==> src/rtl/edid_tx_pkg.sv <==
package edid_tx_pkg;
  typedef struct packed {
    logic loadShift;   // copy holding byte into shift register
    logic shiftBit;    // advance to next data bit
    logic ninthPhase;  // line currently carries the padding bit
    logic setTxIrq;    // byte reload event
    logic setSclIrq;   // clock held low long enough
  } ctlStrobes_t;

  localparam logic [1:0] ADDR_HOLD = 2'd0;
  localparam logic [1:0] ADDR_CTRL = 2'd1;
  localparam logic [1:0] ADDR_FLAG = 2'd2;
endpackage

==> src/rtl/edid_tx_ctrl.sv <==
module edid_tx_ctrl
  import edid_tx_pkg::*;
#(
  parameter int DATA_W      = 8,
  parameter int SYNC_STAGES = 2,
  parameter int LOW_CYCLES  = 16
) (
  input  logic        clk,
  input  logic        rstN,
  input  logic        enableBit,
  input  logic        vsyncIn,
  input  logic        sclIn,
  output ctlStrobes_t strobes
);
  localparam int BIT_CNT_W = $clog2(DATA_W + 1);
  localparam int LOW_CNT_W = $clog2(LOW_CYCLES);
  localparam logic [BIT_CNT_W-1:0] LAST_IDX = BIT_CNT_W'(DATA_W);
  localparam logic [LOW_CNT_W-1:0] LOW_LAST = LOW_CNT_W'(LOW_CYCLES - 1);

  // synchronizer chains plus one history stage for edge detection
  logic [SYNC_STAGES:0] vsyncPipe;
  logic [SYNC_STAGES:0] sclPipe;

  always_ff @(posedge clk or negedge rstN) begin
    if (!rstN) begin
      vsyncPipe <= '0;
      sclPipe   <= '1;
    end else begin
      vsyncPipe <= {vsyncPipe[SYNC_STAGES-1:0], vsyncIn};
      sclPipe   <= {sclPipe[SYNC_STAGES-1:0], sclIn};
    end
  end

  logic vsyncRise, sclFall, sclLow;
  assign vsyncRise = vsyncPipe[SYNC_STAGES-1] & ~vsyncPipe[SYNC_STAGES];
  assign sclFall   = ~sclPipe[SYNC_STAGES-1] & sclPipe[SYNC_STAGES];
  assign sclLow    = ~sclPipe[SYNC_STAGES-1];

  // transmit sequencing
  logic                 enPrev;
  logic [BIT_CNT_W-1:0] bitCnt;
  logic                 enRise, unitDone;

  assign enRise   = enableBit & ~enPrev;
  assign unitDone = enableBit & vsyncRise & (bitCnt == LAST_IDX);

  always_ff @(posedge clk or negedge rstN) begin
    if (!rstN) begin
      enPrev <= 1'b0;
      bitCnt <= '0;
    end else begin
      enPrev <= enableBit;
      if (!enableBit || enRise || unitDone) begin
        bitCnt <= '0;
      end else if (vsyncRise) begin
        bitCnt <= bitCnt + 1'b1;
      end
    end
  end

  // clock-low duration watcher
  logic                 lowActive;
  logic [LOW_CNT_W-1:0] lowCnt;
  logic                 lowHit;

  assign lowHit = ~enableBit & lowActive & sclLow & (lowCnt == LOW_LAST);

  always_ff @(posedge clk or negedge rstN) begin
    if (!rstN) begin
      lowActive <= 1'b0;
      lowCnt    <= '0;
    end else if (enableBit) begin
      lowActive <= 1'b0;
      lowCnt    <= '0;
    end else if (sclFall) begin
      lowActive <= 1'b1;
      lowCnt    <= '0;
    end else if (lowActive) begin
      if (!sclLow || lowHit) begin
        lowActive <= 1'b0;
      end else begin
        lowCnt <= lowCnt + 1'b1;
      end
    end
  end

  always_comb begin
    strobes.loadShift  = enRise | unitDone;
    strobes.shiftBit   = enableBit & ~enRise & vsyncRise & (bitCnt < LAST_IDX);
    strobes.ninthPhase = (bitCnt == LAST_IDX);
    strobes.setTxIrq   = unitDone & ~enRise;
    strobes.setSclIrq  = lowHit;
  end
endmodule

==> src/rtl/edid_tx_datapath.sv <==
module edid_tx_datapath
  import edid_tx_pkg::*;
#(
  parameter int DATA_W = 8
) (
  input  logic              clk,
  input  logic              rstN,
  input  logic              regWrEn,
  input  logic [1:0]        regAddr,
  input  logic [DATA_W-1:0] regWrData,
  input  ctlStrobes_t       strobes,
  output logic              enableBit,
  output logic              sdaDriveLow,
  output logic              txIrq,
  output logic              sclIrq
);
  logic [DATA_W-1:0] holdByte;
  logic [DATA_W-1:0] shiftReg;
  logic              ninthSel;
  logic              wrHold, wrCtrl, wrFlag;

  assign wrHold = regWrEn & (regAddr == ADDR_HOLD);
  assign wrCtrl = regWrEn & (regAddr == ADDR_CTRL);
  assign wrFlag = regWrEn & (regAddr == ADDR_FLAG);

  always_ff @(posedge clk or negedge rstN) begin
    if (!rstN) begin
      holdByte  <= '0;
      enableBit <= 1'b0;
      ninthSel  <= 1'b0;
    end else begin
      if (wrHold) holdByte <= regWrData;
      if (wrCtrl) begin
        enableBit <= regWrData[0];
        ninthSel  <= regWrData[1];
      end
    end
  end

  always_ff @(posedge clk or negedge rstN) begin
    if (!rstN) begin
      shiftReg <= '0;
    end else if (strobes.loadShift) begin
      shiftReg <= holdByte;
    end else if (strobes.shiftBit) begin
      shiftReg <= {shiftReg[DATA_W-2:0], 1'b0};
    end
  end

  // set has priority over a clear in the same cycle
  always_ff @(posedge clk or negedge rstN) begin
    if (!rstN) begin
      txIrq  <= 1'b0;
      sclIrq <= 1'b0;
    end else begin
      if (strobes.setTxIrq)            txIrq <= 1'b1;
      else if (wrFlag && regWrData[0]) txIrq <= 1'b0;
      if (strobes.setSclIrq)           sclIrq <= 1'b1;
      else if (wrFlag && regWrData[1]) sclIrq <= 1'b0;
    end
  end

  logic lineBit;
  assign lineBit     = strobes.ninthPhase ? ninthSel : shiftReg[DATA_W-1];
  assign sdaDriveLow = enableBit & ~lineBit;
endmodule

==> src/rtl/edid_vsync_tx.sv <==
module edid_vsync_tx
  import edid_tx_pkg::*;
#(
  parameter int DATA_W      = 8,
  parameter int SYNC_STAGES = 2,
  parameter int LOW_CYCLES  = 16
) (
  input  logic              clk,
  input  logic              rstN,
  input  logic              regWrEn,
  input  logic [1:0]        regAddr,
  input  logic [DATA_W-1:0] regWrData,
  input  logic              vsyncIn,
  input  logic              sclIn,
  output logic              sdaDriveLow,
  output logic              txIrq,
  output logic              sclIrq
);
  ctlStrobes_t strobes;
  logic        enableBit;

  edid_tx_ctrl #(
    .DATA_W(DATA_W), .SYNC_STAGES(SYNC_STAGES), .LOW_CYCLES(LOW_CYCLES)
  ) u_ctrl (
    .clk(clk), .rstN(rstN), .enableBit(enableBit),
    .vsyncIn(vsyncIn), .sclIn(sclIn), .strobes(strobes)
  );

  edid_tx_datapath #(.DATA_W(DATA_W)) u_dp (
    .clk(clk), .rstN(rstN), .regWrEn(regWrEn), .regAddr(regAddr),
    .regWrData(regWrData), .strobes(strobes), .enableBit(enableBit),
    .sdaDriveLow(sdaDriveLow), .txIrq(txIrq), .sclIrq(sclIrq)
  );
endmodule

==> config.mk <==
export PLATFORM = sky130hd
export DESIGN_NAME = edid_vsync_tx
export DESIGN_NICKNAME = d
export VERILOG_FILES = /design/src/rtl/edid_tx_pkg.sv /design/src/rtl/edid_tx_ctrl.sv /design/src/rtl/edid_tx_datapath.sv /design/src/rtl/edid_vsync_tx.sv
export SDC_FILE = /design/constraint.sdc
export NUM_CORES = 1
export LEC_CHECK = 0
export ABC_AREA = 1
export BUFFER_PORTS_ARGS = -buffer_cell sky130_fd_sc_hd__buf_2
export CORE_UTILIZATION = 35
export DETAILED_ROUTE_END_ITERATION = 12
export SYNTH_ARGS = -nofsm -noshare
export SYNTH_HDL_FRONTEND = slang
export SYNTH_SLANG_ARGS = --single-unit
export TNS_END_PERCENT = 10
==> constraint.sdc <==
create_clock -name clk -period 1.3 [get_ports clk]
set_clock_uncertainty 0.2 [all_clocks]
set_input_delay 0.065 -clock clk [delete_from_list [all_inputs] [get_ports clk]]
set_output_delay 0.065 -clock clk [all_outputs]
set_load 0.05 [all_outputs]
==> impl_results.md, run 1 <==
- Status: finished, violations left
- Failing checks: negative setup slack
- Critical-path top delay cell: dfrtp_1
- Flops & latches, synth: 36
- Total die area: 4860 sq um
- Detailed-route via count: 1370
- CTS sink cnt: 36
- Synth Area in Compound Gates: 0.0476
- Critical Path End Type: output pin
- Initial core utilization: 0.366
- Die X: 69.7 um
- Global routing usage on met2: 0.249
- Cell Chain, Critical Path: inv_2 > ha_4 > nand2_4 > nor2_4 > o21ai_2 > a21oi_4 > buf_6
- Drt total wl: 3380 um
- CTS tree: yes
- Initial antenna violation count: 0
- Drt via density: 4.71
- CP top delay family: flip-flops
- Skew-Pair Late Insertion Delay: 0.29 ns
- Adder-cell area share of the yosys netlist: 0.0234
- GR peak layer: met2
- Xor and xnor area share after synthesis: 0.00546
- 1st-pass router iterations: 4
- Layout Nets: 256
- Leak: 1.13 nW
- Vias in the first global route: 1369
- Crit path largest cell delay: 0.39 ns
- Met3 Use GR: 0.0436
- Min Hold Slack: 0.0102 ns
- Total CTS buffers: 5
- Clock Tree Root: clkbuf_8
- Unrepaired setup endpoints after global routing: yes
- Num ports: 18
- Share of cells above drive strength 1: 0.356
- Dpl hpwl: 2280 um
- VDD IR max: 0.000862 V
- Slew HR: 0.722
- Number of unique standard cell types used by synthesis: 23
- Post-synthesis mux area share: 0.0421
- Slew Viols, Final: 0
- Ant diodes: 0
- # DRC: 0
- CP Class: reg -> out
- Post-synthesis simple-gate area fraction: 0.259
- Dpl cells: 265
- CTS max path bufs: 2
- Cell Area, Synth: 1600 sq um
- WL per Instance: 11.6 um
- Synthesized netlist net count: 189
- Critical Path Source Type: flop
- Final hold vios: 0
- PnR worst setup slack: -0.387 ns
- Final cell count without fillers: 291
- Largest net degree at the start of global routing: 21
- Grt ovf: 0
- Gr usage total: 0.159
- Largest family of logic cells by synthesized area: simple AND/OR/NAND/NOR gates
- PwrDens: 1280 nW/um^2
- F_max: 593 MHz
- Port Buf Inserts: 17
- Post-Place Worst Slack: -0.201 ns
- Row Count: 24
- First-pass GRT wire length: 6000 um
- Final min period: 1.69 ns
- Tcrit/Tclk final: 1.30
- Worst Hold Class: in -> reg
- Worst Path Required: 1.03 ns
- Placer congestion estimate: 0.801
- Area Overhead vs Synth: 44.9%
- # Max-Cap Violations: 0
- WP buf/inv: 2
- Post-synthesis sequential area ratio: 0.564
- Post-Synthesis Cells: 171
- GR Util met1: 0.208
- Post-route ant nets: 0
- Synth warn: 0
- Die Y: 69.7 um
- Syn_area_per_cell: 9.38 sq um
- H-tree Lvls: 2
- Critical Path AT: 1.42 ns
- Final setup violation count: 18
- Total core area: 4380 sq um
- Crit path max fanout: 3
- Clock-pin slew on the worst setup and hold paths: 0.06 ns
- DR iter-0 viols: 21
- Slew @ Worst Pin: 0.416 ns
[final timing paths]
check	from	endpoint	slack [ns]	cells past startpoint
setup / recovery	u_ctrl.bitCnt[1]$_DFFE_PN0P_	sdaDriveLow	-0.39	7
min in group asynchronous	rstN	u_dp.shiftReg[1]$_DFFE_PN0P_	0.05	2
max in group asynchronous	rstN	u_dp.holdByte[4]$_DFFE_PN0P_	0.41	3
hold / removal	regAddr[0]	u_dp.ninthSel$_DFFE_PN0P_	0.01	5
setup reg to reg	u_ctrl.bitCnt[1]$_DFFE_PN0P_	u_dp.shiftReg[3]$_DFFE_PN0P_	-0.34	10
hold reg to reg	u_ctrl.vsyncPipe[0]$_DFF_PN0_	u_ctrl.vsyncPipe[1]$_DFF_PN0_	0.15	0
[layer usage]
| layer | routed length, um | part of all wire |
|---|---|---|
| met1 | 1620 | 0.48 |
| met5 | 0 | 0 |
| met4 | 58 | 0.017 |
| met2 | 1610 | 0.48 |
| met3 | 92 | 0.027 |
[Yosys cell counts (all sizes together)]
cell type	instances	area [sq um]
dfstp	3	78.8
xnor2	1	8.76
nand4	12	75.1
clkinv	1	5.00
nor3	2	10.0
nand3	15	75.1
o31ai	1	7.51
mux2	6	67.6
inv	17	66.3
or2	1	6.26
dfrtp	33	826
buf	2	22.5
nand2	46	188
a21oi	3	15.0
ha	3	37.5
nor2	15	61.3
o21ai	10	53.8
[timing repair]
item,4_1_cts,5_1_grt
gates resized for setup,14,5
hold buffers,14,0
setup endpoints to repair,20,20
hold endpoints to repair,50,0
pin swaps,2,1
setup buffers,3,2
[state kept, by name, summed over array words and instances, names as in the netlist]
register          cells
u_ctrl.bitCnt         4
u_ctrl.lowCnt         4
u_dp.ninthSel         1
u_dp.holdByte         8
u_dp.txIrq            1
u_ctrl.enPrev         1
u_ctrl.lowActive      1
u_dp.sclIrq           1
u_ctrl.vsyncPipe      3
u_dp.shiftReg         8
u_dp.enableBit        1
u_ctrl.sclPipe        3
[where the power goes]
group	internal (mW)	switching, mW
registers	1.34	0.128
logic	0.342	0.353
clock network	0.432	0.375
total	2.12	0.856
[tightest hold or removal path, delay by kind of cell]
kind	cells	cell delay, ns
and+or+nand+nor	2	0.14
AOI/OAI and AO/OA	1	0.08
buffers and inverters	2	0.16
[layout make-up]
class / instances / area [sq um]
multi-input cells: 115 / 694
flip-flops and latches: 36 / 906
fillers: 399 / 2060
inverters: 18 / 71.3
repair buffers: 62 / 497
well taps: 52 / 65.1
clock buffers: 8 / 90.1
[per-stage QoR]
step	util	TNS (ns)	power (mW)	cell area, sq um
3_5_place_dp	0.455	-3.14	2.12	1990
4_1_cts	0.524	-3.90	2.99	2300
5_1_grt	0.530	-6.28	3.17	2320
2_1_floorplan	-	-1.82	1.85	1640
3_3_place_gp	0.455	-2.82	2.11	1990
6_report	0.530	-4.60	2.97	2320
[kinds of logic (layout without fill, tap and decap cells)]
group,count (synthesis),in the layout
AOI/OAI and AO/OA,14,14
xor gates and xnor gates,1,1
adders and majority gates,3,3
buffers and inverters,20,88
DFF,36,36
muxes,6,6
and+or+nand+nor,91,91
[placed cells by master (no fill, tap or decap), drive strengths merged]
cell,netlist,final
o31ai,1,1
clkbuf,0,8
xnor2,1,1
dfstp,3,3
clkinv,1,1
dlygate4sd3,0,14
mux2,6,6
inv,17,17
ha,3,3
nand3,15,15
nor2,15,15
buf,2,48
or2,1,1
dfrtp,33,33
nor3,2,2
o21ai,10,10
nand2,46,46
a21oi,3,3
nand4,12,12
No activity file was read; power rests on OpenSTA's default activity.
==> inputs of run 2 (changes only) <==
Settings changed: REMOVE_ABC_BUFFERS set to 1.
==> run 2 against run 1 <==
The flow finishes with violations (negative hold slack, negative setup slack). Total power is 0.27% higher. Final area is 1.3% lower. Critical path depth stayed put. Maximum frequency is 0.91% lower. Die area stayed put. Wire length is 7.3% higher. Count of clock-buffer cells in the layout is 1 lower. Flip-flop and latch count stayed put. Global-route usage is 0.098 points higher. First-iteration DRC count is 76% higher. Critical endpoint unchanged. Largest cell class unchanged. Highest routed layer unchanged.
==> impl_results.md, run 2 (synthesis results as in run 1) <==
- Layout Nets: 255
- Num ports: 18
- Critical Path AT: 1.44 ns
- # DRC: 0
- Initial antenna violation count: 0
- Vias in the first global route: 1330
- Initial core utilization: 0.366
- Layout Utilization: 0.523
- Final min period: 1.70 ns
- Total core area: 4380 sq um
- DR iter-0 viols: 37
- Filler cells: 384
- Placer congestion estimate: 0.767
- CP top delay family: buffers and inverters
- Min Hold Slack: -0.00861 ns
- Cell Chain, Critical Path: inv_2 > ha_4 > nand2_2 > nor2_4 > buf_4 > a21oi_2 > buf_6
- Port Buf Inserts: 17
- Crit path max fanout: 3
- CP Class: reg -> out
- PwrDens: 1300 nW/um^2
- Post-route ant nets: 0
- Worst Hold Class: in -> async
- 1st-pass router iterations: 4
- Row Count: 24
- Slew HR: 0.804
- Commonest non-fill, non-tap cell in the layout: nand2_1
- Drt total wl: 3630 um
- Failing checks: negative hold slack, negative setup slack
- Tcrit/Tclk final: 1.31
- Post-Place Worst Slack: -0.243 ns
- Total CTS buffers: 5
- Slew Viols, Final: 0
- Crit path largest cell delay: 0.36 ns
- Final setup violation count: 19
- Regs by FF count: u_dp.holdByte (8), u_dp.shiftReg (8)
- Skew-Pair Late Insertion Delay: 0.28 ns
- Drt via density: 4.75
- Commonest cells after routing, fill and taps aside: nand2_1 (35), dfrtp_1 (32), buf_4 (25)
- Area Overhead vs Synth: 42.9%
- Leak: 1.14 nW
- Status: finished, violations left
- Critical-path top delay cell: dfrtp_1
- Slew @ Worst Pin: 0.293 ns
- Share of cells above drive strength 1: 0.366
- Total die area: 4860 sq um
- Clock Tree Root: clkbuf_8
- Critical Path Source Type: flop
- Die X: 69.7 um
- Clock-pin slew on the worst setup and hold paths: 0.07 ns
- CTS max path bufs: 2
- Final hold vios: 9
- Detailed-route via count: 1377
- WL per Instance: 12.5 um
- Dpl hpwl: 2330 um
- Gr usage total: 0.160
- CTS tree: yes
- Critical Path End Type: output pin
- Die Y: 69.7 um
- # Max-Cap Violations: 0
- PnR worst setup slack: -0.403 ns
- H-tree Lvls: 2
- F_max: 587 MHz
- CTS sink cnt: 36
- Ant diodes: 0
- Worst Path Required: 1.03 ns
- VDD IR max: 0.000884 V
- First-pass GRT wire length: 6040 um
- Unrepaired setup endpoints after global routing: yes
- WP buf/inv: 3
- Largest net degree at the start of global routing: 15
- Grt ovf: 0
run 2: changes by cell type in the layout (fill, tap and decap cells not counted), moves of 2 or more:
cell,before,now
nand2_1,37,35
buf_4,27,25
buf_6,3,6
nand2_2,5,7
buf_12,2,0
run 2: cell type report:
class / instances / area (sq um) / area share
tap: 52 / 65.1 / 0.0284
clock buffer: 7 / 86.3 / 0.0377
multi-input combinational: 115 / 681 / 0.297
inverter: 18 / 71.3 / 0.0311
sequential: 36 / 906 / 0.395
clock inverter: 1 / 7.51 / 0.00328
timing repair buffer: 61 / 475 / 0.207
run 2: stage by stage:
stage	instance area [sq um]	cells	total power, mW	TNS, ns
2_1_floorplan	1580	169	1.82	-2.13
3_5_place_dp	1930	264	2.10	-3.13
5_1_grt	2290	290	3.16	-5.68
3_3_place_gp	1930	264	2.08	-2.94
4_1_cts	2220	288	2.97	-4.09
6_report	2290	290	2.98	-4.43
run 2: worst register-to-register path, cell delays in order (launching register included):
cell and delay (ns):
dfrtp_1 0.39, inv_2 0.08, ha_4 0.13, nand2_2 0.06
nor2_4 0.11, buf_4 0.12, buf_6 0.09, nand2_4 0.07
buf_6 0.14, nand4_1 0.06, nand3_1 0.07
run 2: power by group:
| part | internal, mW | switching (mW) |
|---|---|---|
| Sequential | 1.34 | 0.138 |
| Combinational | 0.334 | 0.354 |
| Clock | 0.430 | 0.382 |
| Total | 2.11 | 0.874 |
run 2: final timing paths:
kind / startpoint / end / slack (ns) / cells after the start
min in group clk: regWrEn / u_dp.holdByte[0]$_DFFE_PN0P_ / 0.03 / 4
max in group asynchronous: rstN / u_dp.enableBit$_DFFE_PN0P_ / 0.44 / 3
worst min-delay path: rstN / u_dp.holdByte[3]$_DFFE_PN0P_ / -0.009 / 2
worst max register to register: u_ctrl.bitCnt[0]$_DFFE_PN0P_ / u_dp.shiftReg[6]$_DFFE_PN0P_ / -0.35 / 10
worst min register to register: u_ctrl.vsyncPipe[0]$_DFF_PN0_ / u_ctrl.vsyncPipe[1]$_DFF_PN0_ / 0.16 / 0
worst max-delay path: u_ctrl.bitCnt[1]$_DFFE_PN0P_ / sdaDriveLow / -0.40 / 7
run 2: metal layers:
metal	share of wire	vias up	global-route usage
li1	-	695	-
met1	0.44	653	0.202
met5	0	-	0
met4	0.022	0	0.0822
met2	0.51	24	0.254
met3	0.026	5	0.0407
run 2: timing repair:
item	4_1_cts	5_1_grt
pin swaps	1	4
hold buffers	14	0
endpoints found under the hold margin	50	0
buffers inserted	2	2
gates resized for setup	15	15
endpoints found under the setup margin	20	20
==> inputs of run 3 (changes only) <==
Settings changed: CORE_ASPECT_RATIO set to 1.5.
==> run 3 against run 2 <==
The run ends with design-rule violations, negative setup slack left. Register-to-register slack gained 0.10 ns. First-iteration DRC count grew 2.7%. Flip-flop and latch count is the same. Final area shrank 1.4%. Sequential power is essentially flat. Critical endpoint unchanged. Largest cell class unchanged. Largest power group unchanged.
==> impl_results.md, run 3 (synthesis results as in run 1) <==
- Status: finished, violations left
- Failing checks: design-rule violations, negative setup slack
- Leak: 1.12 nW
- VDD IR max: 0.000924 V
- Gr usage total: 0.157
- Drt total wl: 3320 um
- 1st-pass router iterations: 8
- Grt ovf: 0
- Area of the multi-input gates: 669 sq um
- Sequential Area: 906 sq um
- # DRC: 2
- Unrepaired setup endpoints after global routing: yes
- Placer congestion estimate: 0.826
- Skew-Pair Late Insertion Delay: 0.28 ns
- Crit path max fanout: 3
- Port Buf Inserts: 17
- Power Total: 2.94 mW
- PnR worst setup slack: -0.428 ns
- # Max-Cap Violations: 0
- Share of cells above drive strength 1: 0.346
- Total CTS buffers: 5
- Final setup violation count: 19
- Detailed-route via count: 1354
- Filler cells: 387
- Critical Path AT: 1.46 ns
- CTS sink cnt: 36
- Tcrit/Tclk final: 1.33
- Post-route ant nets: 0
- Critical Path End Type: output pin
- Placed Area: 1920 sq um
- Die Y: 84.9 um
- DR iter-0 viols: 38
- Dpl cells: 256
- WL per Instance: 11.7 um
- Area Overhead vs Synth: 40.9%
- H-tree Lvls: 2
- Dpl hpwl: 2160 um
- Worst Hold Class: in -> reg
- Commonest non-fill, non-tap cell in the layout: nand2_1
- Final cell count without fillers: 283
- CP Class: reg -> out
- CTS tree: yes
- Num ports: 18
- Final min period: 1.73 ns
- Ant diodes: 0
- Initial core utilization: 0.371
- Commonest cells after routing, fill and taps aside: nand2_1 (37), dfrtp_1 (32), buf_4 (27)
- Regs by FF count: u_dp.holdByte (8), u_dp.shiftReg (8)
- CTS max path bufs: 2
- First-pass GRT wire length: 5870 um
- Layout Nets: 254
- Min Hold Slack: 0.0308 ns
- Final instance area: 2260 sq um
- PwrDens: 1300 nW/um^2
- Initial antenna violation count: 0
- Row Count: 29
- Clock-pin slew on the worst setup and hold paths: 0.07 ns
- Final hold vios: 0
- Vias in the first global route: 1379
- Clock Tree Root: clkbuf_8
- Slew Viols, Final: 0
- Critical Path Source Type: flop
- F_max: 579 MHz
- Drt via density: 4.78
- Total die area: 4860 sq um
- Slew HR: 0.843
- Post-Place Worst Slack: -0.270 ns
- Layout Utilization: 0.523
- Slew @ Worst Pin: 0.233 ns
- TNS Setup: -3.14 ns
- Largest net degree at the start of global routing: 37
- Worst Path Required: 1.03 ns
- Total core area: 4320 sq um
- Die X: 57.3 um
[run 3: changes by cell type in the layout (fill, tap and decap cells not counted), moves of 2 or more]
cell,change
buf_6,-4
buf_4,+2
nand2_1,+2
nand2_2,-2
[run 3: final timing paths]
path                       slack (ns)                            end  cells past startpoint                          start
setup / recovery                -0.43                    sdaDriveLow                      7   u_ctrl.bitCnt[0]$_DFFE_PN0P_
hold / removal                   0.03   u_dp.holdByte[0]$_DFFE_PN0P_                      4                        regWrEn
setup reg to reg                -0.25   u_dp.shiftReg[2]$_DFFE_PN0P_                      9   u_ctrl.bitCnt[0]$_DFFE_PN0P_
hold reg to reg                  0.15  u_ctrl.vsyncPipe[1]$_DFF_PN0_                      0  u_ctrl.vsyncPipe[0]$_DFF_PN0_
max in group asynchronous        0.58    u_ctrl.sclPipe[1]$_DFF_PN1_                      3                           rstN
min in group asynchronous        0.07   u_dp.shiftReg[3]$_DFFE_PN0P_                      3                           rstN
[run 3: what timing repair did]
action                                 CTS  global route
gates resized for setup                 16             6
setup endpoints to repair               20            20
hold buffers                            14             0
pin swaps                                4             3
setup buffers                            3             2
endpoints found under the hold margin   50             0
[run 3: routing by layer]
metal,track usage,part of all wire,vias to the layer above
met2,0.280,0.54,29
met4,0.0665,0.012,0
met5,0,0,-
met3,0.0320,0.033,4
met1,0.179,0.41,626
li1,-,-,695
[run 3: critical path, stage by stage, from the launching register on]
cell and delay [ns]:
dfrtp_1 0.39, inv_2 0.09, ha_4 0.14, nand2_4 0.04
nor2_4 0.10, o21ai_1 0.06, a21oi_1 0.14, buf_4 0.22
[run 3: final cells by class]
cell class                 instances  share of cell area
multi-input combinational        115               0.296
timing repair buffer              60               0.206
inverter                          18              0.0316
sequential                        36               0.401
tap                               46              0.0255
clock buffer                       8              0.0399
[run 3: where the power goes]
group,switching [mW],total (mW),internal [mW]
Clock,0.374,0.806,0.432
Sequential,0.133,1.47,1.34
Combinational,0.336,0.658,0.322
